File: config.mk
export PLATFORM = sky130hd
export DESIGN_NAME = fan_level_ctrl
export DESIGN_NICKNAME = d
export VERILOG_FILES = /design/src/rtl/fan_pkg.sv /design/src/rtl/fan_thresh_tbl.sv /design/src/rtl/fan_level_step.sv /design/src/rtl/fan_pwm.sv /design/src/rtl/fan_ovt_flag.sv /design/src/rtl/fan_level_ctrl.sv
export SDC_FILE = /design/constraint.sdc
export NUM_CORES = 1
export LEC_CHECK = 0
export BUFFER_PORTS_ARGS = -buffer_cell sky130_fd_sc_hd__buf_4
export CAP_MARGIN = 20
export CORE_UTILIZATION = 41
export CTS_CLUSTER_SIZE = 28
export DETAILED_ROUTE_END_ITERATION = 6
export SLEW_MARGIN = 20
export SYNTH_ARGS = -nofsm -noshare
export SYNTH_HDL_FRONTEND = slang
export SYNTH_SLANG_ARGS = --single-unit
File: constraint.sdc
create_clock -name clk -period 5 [get_ports clk]
set_input_delay 0.75 -clock clk [delete_from_list [all_inputs] [get_ports clk]]
set_output_delay 0.75 -clock clk [all_outputs]
set_load 0.02 [all_outputs]
File: src/rtl/fan_pkg.sv
package fan_pkg;

  typedef enum logic {
    ST_IDLE = 1'b0,
    ST_STEP = 1'b1
  } step_st_t;

  function automatic logic [7:0] dflt_thresh(input int idx, input int base, input int step);
    return 8'(base + step * idx);
  endfunction

endpackage

File: src/rtl/fan_thresh_tbl.sv
module fan_thresh_tbl #(
  parameter int ENTRIES = 11,
  parameter int TW      = 8,
  parameter int AW      = 4,
  parameter int BASE    = 30,
  parameter int STEP    = 5
) (
  input  logic          clk,
  input  logic          rst,
  input  logic          we,
  input  logic [AW-1:0] waddr,
  input  logic [TW-1:0] wdata,
  input  logic [AW-1:0] raddr,
  output logic [TW-1:0] rdata
);
  import fan_pkg::*;

  logic [TW-1:0] mem_q [ENTRIES];

  always_ff @(posedge clk) begin
    if (rst) begin
      for (int i = 0; i < ENTRIES; i++) begin
        mem_q[i] <= TW'(dflt_thresh(i, BASE, STEP));
      end
    end else if (we && (int'(waddr) < ENTRIES)) begin
      mem_q[waddr] <= wdata;
    end
  end

  always_comb begin
    rdata = '0;
    for (int i = 0; i < ENTRIES; i++) begin
      if (int'(raddr) == i) rdata = mem_q[i];
    end
  end

endmodule

File: src/rtl/fan_level_step.sv
module fan_level_step #(
  parameter int LW       = 4,
  parameter int TW       = 8,
  parameter int LVL_MAX  = 10,
  parameter int LVL_INIT = 3
) (
  input  logic          clk,
  input  logic          rst,
  input  logic          upd_valid,
  input  logic [TW-1:0] temp_int,
  input  logic          temp_neg,
  input  logic [TW-1:0] tbl_rdata,
  output logic [LW-1:0] tbl_raddr,
  output logic [LW-1:0] level,
  output logic          busy,
  output logic          done
);
  import fan_pkg::*;

  localparam logic [LW-1:0] LMAX = LW'(LVL_MAX);

  step_st_t      st_q;
  logic [LW-1:0] lvl_q;
  logic [TW-1:0] t_q;
  logic          up_q;
  logic          done_q;

  logic [LW-1:0] lvl_clamped;
  logic [TW-1:0] t_in;
  logic          can_up;
  logic          can_dn;

  always_comb begin
    lvl_clamped = (lvl_q > LMAX) ? LMAX : lvl_q;
    t_in        = temp_neg ? '0 : temp_int;
    if (st_q == ST_IDLE) begin
      tbl_raddr = lvl_clamped;
    end else if (up_q) begin
      tbl_raddr = lvl_q + LW'(1);
    end else begin
      tbl_raddr = lvl_q - LW'(2);
    end
    can_up = (lvl_q < LMAX) && (t_q >= tbl_rdata);
    can_dn = (lvl_q > LW'(1)) && (t_q < tbl_rdata);
  end

  always_ff @(posedge clk) begin
    if (rst) begin
      st_q   <= ST_IDLE;
      lvl_q  <= LW'(LVL_INIT);
      t_q    <= '0;
      up_q   <= 1'b0;
      done_q <= 1'b0;
    end else begin
      done_q <= 1'b0;
      case (st_q)
        ST_IDLE: begin
          if (upd_valid) begin
            t_q   <= t_in;
            up_q  <= (t_in >= tbl_rdata);
            lvl_q <= lvl_clamped;
            st_q  <= ST_STEP;
          end
        end
        default: begin
          if (up_q && can_up) begin
            lvl_q <= lvl_q + LW'(1);
          end else if (!up_q && can_dn) begin
            lvl_q <= lvl_q - LW'(1);
          end else begin
            st_q   <= ST_IDLE;
            done_q <= 1'b1;
          end
        end
      endcase
    end
  end

  assign level = lvl_q;
  assign busy  = (st_q == ST_STEP);
  assign done  = done_q;

endmodule

File: src/rtl/fan_pwm.sv
module fan_pwm #(
  parameter int LW     = 4,
  parameter int PERIOD = 10
) (
  input  logic          clk,
  input  logic          rst,
  input  logic [LW-1:0] level,
  output logic          pwm
);
  localparam int SW = $clog2(PERIOD);

  logic [SW-1:0] slot_q;
  logic          pwm_q;

  always_ff @(posedge clk) begin
    if (rst) begin
      slot_q <= '0;
      pwm_q  <= 1'b0;
    end else begin
      pwm_q  <= (int'(slot_q) < int'(level));
      slot_q <= (int'(slot_q) == PERIOD - 1) ? '0 : slot_q + SW'(1);
    end
  end

  assign pwm = pwm_q;

endmodule

File: src/rtl/fan_ovt_flag.sv
module fan_ovt_flag (
  input  logic clk,
  input  logic rst,
  input  logic set_in,
  input  logic clr_in,
  output logic flag
);
  logic flag_q;

  always_ff @(posedge clk) begin
    if (rst)         flag_q <= 1'b0;
    else if (set_in) flag_q <= 1'b1;
    else if (clr_in) flag_q <= 1'b0;
  end

  assign flag = flag_q;

endmodule

File: src/rtl/fan_level_ctrl.sv
module fan_level_ctrl #(
  parameter int TEMP_W   = 16,
  parameter int TW       = 8,
  parameter int LVL_MAX  = 10,
  parameter int LVL_INIT = 3,
  parameter int T_BASE   = 30,
  parameter int T_STEP   = 5,
  parameter int PWM_SLOTS = 10,
  parameter int WORD_W   = 16,
  parameter int LVL_LSB  = 8,
  parameter int OVT_BIT  = 15
) (
  input  logic              clk,
  input  logic              rst,
  input  logic              upd_valid,
  input  logic [TEMP_W-1:0] temp_word,
  input  logic              tbl_we,
  input  logic [3:0]        tbl_addr,
  input  logic [TW-1:0]     tbl_wdata,
  input  logic              ovt_in,
  input  logic              ovt_clr,
  output logic [3:0]        fan_level,
  output logic              busy,
  output logic              upd_done,
  output logic              pwm_out,
  output logic [WORD_W-1:0] fan_word,
  output logic [WORD_W-1:0] mon_word
);
  localparam int ENTRIES = LVL_MAX + 1;
  localparam int LW      = $clog2(ENTRIES);
  localparam int FRAC_W  = TEMP_W - TW;

  logic [LW-1:0] tbl_raddr;
  logic [TW-1:0] tbl_rdata;
  logic [LW-1:0] level;
  logic          ovt_flag;
  logic          unused_frac;

  assign unused_frac = ^temp_word[FRAC_W-1:0];

  fan_thresh_tbl #(
    .ENTRIES(ENTRIES), .TW(TW), .AW(LW), .BASE(T_BASE), .STEP(T_STEP)
  ) u_tbl (
    .clk(clk), .rst(rst), .we(tbl_we), .waddr(tbl_addr), .wdata(tbl_wdata),
    .raddr(tbl_raddr), .rdata(tbl_rdata)
  );

  fan_level_step #(
    .LW(LW), .TW(TW), .LVL_MAX(LVL_MAX), .LVL_INIT(LVL_INIT)
  ) u_step (
    .clk(clk), .rst(rst), .upd_valid(upd_valid),
    .temp_int({1'b0, temp_word[TEMP_W-2:FRAC_W]}),
    .temp_neg(temp_word[TEMP_W-1]),
    .tbl_rdata(tbl_rdata), .tbl_raddr(tbl_raddr),
    .level(level), .busy(busy), .done(upd_done)
  );

  fan_pwm #(.LW(LW), .PERIOD(PWM_SLOTS)) u_pwm (
    .clk(clk), .rst(rst), .level(level), .pwm(pwm_out)
  );

  fan_ovt_flag u_ovt (
    .clk(clk), .rst(rst), .set_in(ovt_in), .clr_in(ovt_clr), .flag(ovt_flag)
  );

  always_comb begin
    fan_level = level;
    fan_word  = '0;
    fan_word[LVL_LSB +: LW] = level;
    mon_word  = '0;
    mon_word[OVT_BIT] = ovt_flag;
  end

endmodule

Word-level counts from Yosys, hierarchy flattened
Memory sizes are Yosys's and may differ from the RTL's.
Cells that the tools add are included.
{"block": "word_totals", "ramBits": 88, "ff_bits": 21, "n_memories": 1}
{"block": "classes", "bitwise_logic": 1, "mux": 34, "n_eq_ne": 12, "order_cmp": 8, "n_addsub": 4, "n_reduce_logical": 14}
{"memory": "u_tbl.mem_q", "words": 11, "word_bits": 8, "read_ports": 11, "rd_clocked_by_memory_dff": 0, "write_ports": 11, "line": "fan_thresh_tbl.sv:18", "rtl": "logic [TW-1:0] mem_q [ENTRIES];"}
{"cell": "2-to-1 mux 8 bit", "count": 12}
{"cell": "== test 4 bit, second input constant", "count": 8}
{"cell": "2-to-1 mux 4 bit", "count": 8}
{"cell": ">= comparator 8 bit", "count": 2}
{"cell": "2-to-1 mux 1 bit", "count": 13}
{"cell": "adder 4 x 1 -> 4 bit, second input constant", "count": 2}
{"cell": "== test 4 x 3 -> 1 bit, second input constant", "count": 2}
{"cell": "less-than comparator 4 bit, second input constant", "count": 2}
{"cell": "less-than comparator 8 bit", "count": 1}
{"cell": "OR reduction 8 bit", "count": 1}
{"cell": "2-to-1 mux 7 bit", "count": 1}
{"cell": "logical AND 1 bit", "count": 5}
{"cell": "== test 4 x 2 -> 1 bit, second input constant", "count": 1}
{"cell": "greater-than comparator 4 x 1 -> 1 bit, second input constant", "count": 1}
{"cell": "greater-than comparator 4 bit, second input constant", "count": 1}
{"cell": "zero test 4 bit", "count": 1}
{"cell": "less-than comparator 4 bit", "count": 1}
{"cell": "AND reduction 2 bit", "count": 2}
{"cell": "nonzero test 2 bit", "count": 2}
{"cell": "subtractor 4 x 1 -> 4 bit, second input constant", "count": 1}
{"cell": "subtractor 4 x 2 -> 4 bit, second input constant", "count": 1}
{"cell": "!= test 3 bit, second input constant", "count": 1}
{"cell": "OR reduction 3 bit", "count": 1}
{"cell": "OR reduction 2 bit", "count": 1}
{"cell": "other kinds (2)", "count": 2}

Depth between registers and ports, before layout
{"block": "depth", "word_depth": 21, "depth_mapped": 24, "mapped_depth_nobuf": 21}

Hierarchy
Synthesis repeated with hierarchy kept, for this count alone.
{"block": "hier_totals", "hier_cells": 603, "area_unflattened_um2": 6212.2}
{"module": "fan_thresh_tbl", "cells_each": 367, "area_per_inst_um2": 4344.2, "seq_area_each_um2": 2562.5, "instances": 1}
{"module": "fan_level_step", "cells_each": 167, "area_per_inst_um2": 1307.5, "seq_area_each_um2": 300.3, "instances": 1}
{"module": "fan_pwm", "cells_each": 32, "area_per_inst_um2": 277.8, "seq_area_each_um2": 100.1, "instances": 1}
{"module": "fan_level_ctrl", "cells_each": 33, "area_per_inst_um2": 244.0, "seq_area_each_um2": 0.0, "instances": 1}
{"module": "fan_ovt_flag", "cells_each": 4, "area_per_inst_um2": 38.8, "seq_area_each_um2": 20.0, "instances": 1}

Least setup slack after synthesis
OpenSTA, ideal clock, no wires.
{"block": "synth_path", "kind": "register to register", "startpoint": "register u_step.lvl_q[1], in the netlist u_step.level[1]", "endpoint": "register u_step.lvl_q[3], in the netlist u_step.level[3]", "setup_ps": 121, "stages_incl_launch_ff": 23, "synth_period_minus_slack_ps": 4590, "t_required_ps": 4879, "path_slack_ps": 410, "arrival_ps": 4469, "path_cell_list": "dfxtp_1 -> inv_1 -> ha_1 -> and2_1 -> o31a_1 -> buf_2 -> buf_2 -> buf_1 -> nand2_1 -> nor2_1 -> a21oi_1 -> nand2_1 -> o21ai_0 -> ha_1 -> nor2b_1 -> o21a_1 -> o21ai_0 -> a21oi_1 -> o211a_1 -> and2_1 -> a21oi_1 -> o221ai_2 -> mux2_4"}
{"block": "synth_via", "elab_chain_len": 20, "word_cells_on_any_way": 43}
{"element": "from (decl)", "line": "fan_level_step.sv:23", "rtl": "logic [LW-1:0] lvl_q;"}
{"element": "from (signal assigned)", "line": "fan_level_step.sv:50", "rtl": "lvl_q <= LW'(LVL_INIT);"}
{"element": "from (signal assigned)", "line": "fan_level_step.sv:61", "rtl": "lvl_q <= lvl_clamped;"}
{"element": "from (signal assigned)", "line": "fan_level_step.sv:67", "rtl": "lvl_q <= lvl_q + LW'(1);"}
{"element": "subtractor 4 x 2 -> 4 bit, or another cell as far along", "line": "fan_level_step.sv:41", "rtl": "tbl_raddr = lvl_q - LW'(2);"}
{"element": "2-to-1 mux 4 bit (on tied branches)", "line": "fan_level_step.sv:38, fan_level_step.sv:34"}
{"element": "2-to-1 mux 4 bit", "line": "fan_level_step.sv:36", "rtl": "if (st_q == ST_IDLE) begin"}
{"element": "zero test 4 bit", "line": "fan_thresh_tbl.sv:33", "rtl": "if (int'(raddr) == i) rdata = mem_q[i];"}
{"element": "2-to-1 mux 8 bit (11 in series)", "line": "fan_thresh_tbl.sv:33"}
{"element": "less-than comparator 8 bit or >= comparator 8 bit (tied branches)", "line": "fan_level_step.sv:44, fan_level_step.sv:43"}
{"element": "logical AND 1 bit (on tied branches)", "line": "fan_level_step.sv:44, fan_level_step.sv:43"}
{"element": "logical AND 1 bit (on tied branches)", "line": "fan_level_step.sv:68, fan_level_step.sv:66"}
{"element": "!= test 3 bit (no line) or 2-to-1 mux 4 bit (tied branches)"}
{"element": "AND reduction 2 bit (no line) or 2-to-1 mux 4 bit (tied branches)"}
Several ways; a longest one is shown, not always the timed one. The select of a mux whose other input is x is not followed.
A chain may end at the register's enable or synchronous reset.

Final worst setup path
{"block": "layout_path", "startpoint": "register u_step.st_q, in the netlist u_step.busy", "endpoint": "register u_step.lvl_q[3], in the netlist u_step.level[3]"}
{"block": "layout_via", "elab_chain_len": 18, "word_cells_on_any_way": 34}
{"element": "from (decl)", "line": "fan_level_step.sv:22", "rtl": "step_st_t st_q;"}
{"element": "from (signal assigned)", "line": "fan_level_step.sv:49", "rtl": "st_q <= ST_IDLE;"}
{"element": "from (signal assigned)", "line": "fan_level_step.sv:62", "rtl": "st_q <= ST_STEP;"}
{"element": "from (signal assigned)", "line": "fan_level_step.sv:71", "rtl": "st_q <= ST_IDLE;"}
{"element": "2-to-1 mux 4 bit", "line": "fan_level_step.sv:36"}
{"element": "zero test 4 bit", "line": "fan_thresh_tbl.sv:33"}
{"element": "2-to-1 mux 8 bit (11 in series)", "line": "fan_thresh_tbl.sv:33"}
{"element": "less-than comparator 8 bit or >= comparator 8 bit (tied branches)", "line": "fan_level_step.sv:44, fan_level_step.sv:43"}
{"element": "logical AND 1 bit (on tied branches)", "line": "fan_level_step.sv:44, fan_level_step.sv:43"}
{"element": "logical AND 1 bit (on tied branches)", "line": "fan_level_step.sv:68, fan_level_step.sv:66"}
{"element": "!= test 3 bit (no line) or 2-to-1 mux 4 bit (tied branches)"}
{"element": "AND reduction 2 bit (no line) or 2-to-1 mux 4 bit (tied branches)"}
{"element": "to (signal assigned)", "line": "fan_level_step.sv:50"}
{"element": "to (signal assigned)", "line": "fan_level_step.sv:67"}
{"element": "to (signal assigned)", "line": "fan_level_step.sv:69", "rtl": "lvl_q <= lvl_q - LW'(1);"}
Several ways; a longest one is shown, not always the timed one.

==> impl_results.rst <==
.. list-table::
   :header-rows: 1

   * - Metric
     - Value
   * - Run status
     - complete, no violations
   * - Setup repair after global routing missed its margin
     - false
   * - Antenna violations before repair
     - 0
   * - Maximum clock insertion buffer count
     - 2
   * - TritonCTS clock tree
     - done
   * - Hold path start
     - u_step.t_q[0]
   * - Area Overhead vs Synth
     - 11.2%
   * - Clock slew at the register clock pins of the worst setup and hold paths
     - roughly 0.080 ns
   * - Setup crit start
     - u_step.busy
   * - Total length of routed wires
     - between 10 and 15 mm
   * - Cell type with the highest aggregate area in the netlist
     - sky130_fd_sc_hd__edfxtp_1
   * - Gate count of the mapped netlist
     - approximately 620
   * - Type of element capturing the critical path
     - register
   * - Count of buffers from port buffering
     - 37
   * - Number of DRC markers in iteration 0
     - 370
   * - Number of sinks on the clock net
     - approximately 110
   * - Drt pass-1 iters
     - 7
   * - Total power per unit cell area
     - between 400 and 500 nW/µm²
   * - Worst path required time
     - around 5.2 ns
   * - Top-level port count
     - 73
   * - Num rows
     - 43
   * - Final cycle utilization of the critical path
     - 0.939
   * - Setup clock skew after layout
     - a little over 0.006 ns
   * - Count of filler cells inserted in the layout
     - 1346
   * - Ranking of synthesized cells by area
     - sky130_fd_sc_hd__edfxtp_1 41%, sky130_fd_sc_hd__dfxtp_1 9.5%, sky130_fd_sc_hd__nand2_1 6.3%
   * - Synthesized area per cell
     - slightly below 10 µm²
   * - GRT Residual Overflow
     - 0
   * - Placed cell count
     - between 800 and 900
   * - Net count reported at finish
     - around 700
   * - Number of buffers inserted during clock tree synthesis
     - 9
   * - Initial cell density of the core
     - 0.424
   * - Average wire per cell in the routed design
     - 17.5 µm
   * - Area inside the core boundary
     - 14000 µm²
   * - Final non-filler cell total
     - 828
   * - Leakage power
     - about 0.0027 µW
   * - Dominant synthesized flop cell
     - sky130_fd_sc_hd__edfxtp_1
   * - Average via count per standard cell
     - 5.37
   * - Register area share after synthesis
     - 0.500
   * - Classification of the worst setup path
     - reg -> reg
   * - FF-to-FF Start
     - u_step.busy
   * - DR vias
     - 4450
   * - Share of flip-flops with an asynchronous set or reset after synthesis
     - 0
   * - Worst hold-check path type
     - reg -> reg
   * - Post-synthesis instance area
     - 5930 µm²
   * - CTS Hold Buffers Added
     - 0
   * - Final antenna-violating net count
     - 0
   * - Final setup violation count
     - 0
   * - Worst slew pin tran
     - ~1.1 ns
   * - Die Y
     - 122 µm
   * - Ratio of cells with drive above 1 in the final layout
     - 0.140
   * - Number of flops mapped to enable cells by yosys
     - 80
   * - Chip width
     - around 120 µm
   * - Routability congestion estimate
     - roughly 0.88
   * - Post-Route Utilization
     - 0.472
   * - Number of setup buffers added after CTS
     - 0
   * - Deepest level of the CTS H-tree
     - 3
   * - CTS resizes
     - 0
   * - Worst-path fanout max
     - 13
   * - Shortest period the worst path allows
     - 4.69 ns
   * - Diodes inserted
     - 0
   * - Clk_lat worst skew
     - about 0.35 ns
   * - HPWL after DPL
     - about 11 mm
   * - GRT Overall Usage
     - 0.205
   * - Max IR drop VDD
     - just over 0.2 mV
   * - Global-route wire length before repair
     - roughly 23 mm
   * - Count of endpoints failing hold in the final timing report
     - 0
   * - Kind of launch point of the worst setup path
     - register
   * - Relative max-transition margin
     - 0.264
   * - Setup total negative slack
     - 0 ns
   * - Drt drc
     - 0
   * - Number of warnings issued by yosys
     - 0
   * - Maximum clock frequency
     - roughly 210 MHz
   * - Flop and latch count out of synthesis
     - between 100 and 150
   * - Root Buffer Master
     - sky130_fd_sc_hd__clkbuf_16
   * - Max-slew violation count
     - 0
   * - Vias in the first global route
     - 4232
   * - Distinct cells, synth
     - 67
   * - Die ar.
     - 15000 µm²
   * - Total power draw
     - around 2700 µW
   * - Max-cap violations
     - 0
   * - Maximum number of pins on one net before global-route repair
     - 25
   * - Area fraction of the dominant cell type after synthesis
     - 0.405
   * - Arrival @ worst endpoint
     - 4.93 ns
   * - Flop-to-flop setup slack
     - just over 0.3 ns
==> sequential cells by signal (all words and copies together), names as in the netlist <==
register      cells
u_tbl.mem_q      88
u_step.level      4
u_pwm.pwm         1
u_step.t_q        7
u_pwm.slot_q      4
u_ovt.flag        1
u_step.up_q       1
u_step.busy       1
u_step.done       1
==> cell usage in the layout, fill, tap and decap left out, drive strengths merged, types with 2 or more instances in the layout <==
cell type | synthesis | final
a32o | 2 | 2
mux2 | 3 | 3
a32oi | 2 | 2
nor2 | 95 | 95
o2bb2ai | 2 | 2
nand4 | 6 | 6
nor3b | 2 | 2
nor3 | 11 | 11
clkinv | 1 | 2
nand2 | 101 | 101
nor4 | 2 | 2
mux4 | 2 | 2
o211a | 2 | 2
conb | 1 | 27
o21a | 4 | 4
a31oi | 3 | 3
o32ai | 2 | 2
mux2i | 17 | 17
edfxtp | 80 | 80
nand3 | 14 | 14
a21oi | 37 | 37
xnor2 | 4 | 4
and2 | 7 | 7
dfxtp | 28 | 28
o211ai | 5 | 5
inv | 18 | 22
clkbuf | 22 | 10
o21ai | 25 | 25
a21o | 7 | 7
nand2b | 5 | 5
a221oi | 7 | 7
nor2b | 11 | 11
ha | 26 | 26
buf | 40 | 53
a22oi | 5 | 5
==> final timing paths <==
| check | endpoint | depth (start not counted) |
|---|---|---|
| worst min register to register | u_step.t_q[0] | 2 |
| worst max-delay path | u_step.level[3] | 19 |
| worst min-delay path | u_step.t_q[0] | 2 |
| worst max register to register | u_step.level[3] | 19 |
==> report_power, final <==
group | switching [µW] | leakage, µW | internal (µW) | total, µW
sequential | 32.0 | 0.00101 | 1020 | 1050
combinational | 551 | 0.00149 | 369 | 920
clock | 339 | 0.000151 | 399 | 738
==> layer usage <==
metal,track usage,vias to the layer above,share of wire
li1,-,2152,-
met1,0.280,2121,0.45
met2,0.332,163,0.48
met3,0.0441,14,0.058
met4,0.0503,0,0.010
met5,0,-,0
==> kinds of logic (layout without fill, tap and decap cells) <==
group	Yosys count	in the layout	share of synthesized area
other	1	27	0.000632
AND/OR/NAND/NOR	259	259	0.193
flip-flops	108	108	0.500
XOR/XNOR	5	5	0.00865
adder cells (fa/ha/maj)	26	26	0.0549
buffers and inverters	81	88	0.0743
multiplexers	22	22	0.0432
AO/OA/AOI/OAI	113	113	0.126
==> cells in the mapped netlist (all sizes together), types with 3 or more instances <==
| cell | count |
|---|---|
| nor2 | 95 |
| nand2 | 101 |
| ha | 26 |
| nor2b | 11 |
| o211ai | 5 |
| a21oi | 37 |
| nand2b | 5 |
| o21ai | 25 |
| inv | 18 |
| mux2i | 17 |
| clkbuf | 22 |
| and2 | 7 |
| nor3 | 11 |
| a22oi | 5 |
| nand3 | 14 |
| dfxtp | 28 |
| a221oi | 7 |
| a31oi | 3 |
| edfxtp | 80 |
| o21a | 4 |
| mux2 | 3 |
| nand4 | 6 |
| a21o | 7 |
| xnor2 | 4 |
| buf | 40 |
==> worst max-delay path, cell delays in order, from the launching register on <==
cell and delay (ns):
sky130_fd_sc_hd__dfxtp_1 0.58, sky130_fd_sc_hd__nand2_2 0.15, sky130_fd_sc_hd__xnor2_2 0.27, sky130_fd_sc_hd__or2_4 0.33, sky130_fd_sc_hd__mux4_2 0.56, sky130_fd_sc_hd__a32oi_1 0.23, sky130_fd_sc_hd__nand2_1 0.08, sky130_fd_sc_hd__o21ai_0 0.15
sky130_fd_sc_hd__nand2_1 0.08, sky130_fd_sc_hd__o21ai_0 0.17, sky130_fd_sc_hd__ha_1 0.32, sky130_fd_sc_hd__nor2b_1 0.13, sky130_fd_sc_hd__o21a_1 0.15, sky130_fd_sc_hd__o21ai_0 0.18, sky130_fd_sc_hd__a21oi_1 0.14, sky130_fd_sc_hd__o211a_1 0.25
sky130_fd_sc_hd__and2_1 0.18, sky130_fd_sc_hd__a21oi_1 0.18, sky130_fd_sc_hd__o221ai_2 0.13, sky130_fd_sc_hd__mux2_4 0.32
==> metrics by stage <==
stage | area [µm²] | hold WS, ns | worst slack [ns]
6_report | 6600 | 0.470 | 0.307
5_1_grt | 6600 | 0.486 | 0.00880
4_1_cts | 6590 | 0.468 | 0.250
3_5_place_dp | 6280 | 0.457 | 0.281
3_3_place_gp | 6280 | 0.445 | 0.264
2_1_floorplan | 6030 | 0.436 | 0.410
==> area by class of cell <==
| cell class | instances | area [µm²] | area share |
|---|---|---|---|
| Clock buffer | 10 | 229 | 0.0347 |
| Sequential cell | 108 | 2960 | 0.449 |
| Timing Repair Buffer | 53 | 398 | 0.0603 |
| Clock inverter | 6 | 75.1 | 0.0114 |
| Inverter | 19 | 71.3 | 0.0108 |
| Multi-Input combinational cell | 452 | 2640 | 0.400 |
| Tap cell | 180 | 225 | 0.0341 |
(Power assumes the default switching activity.)
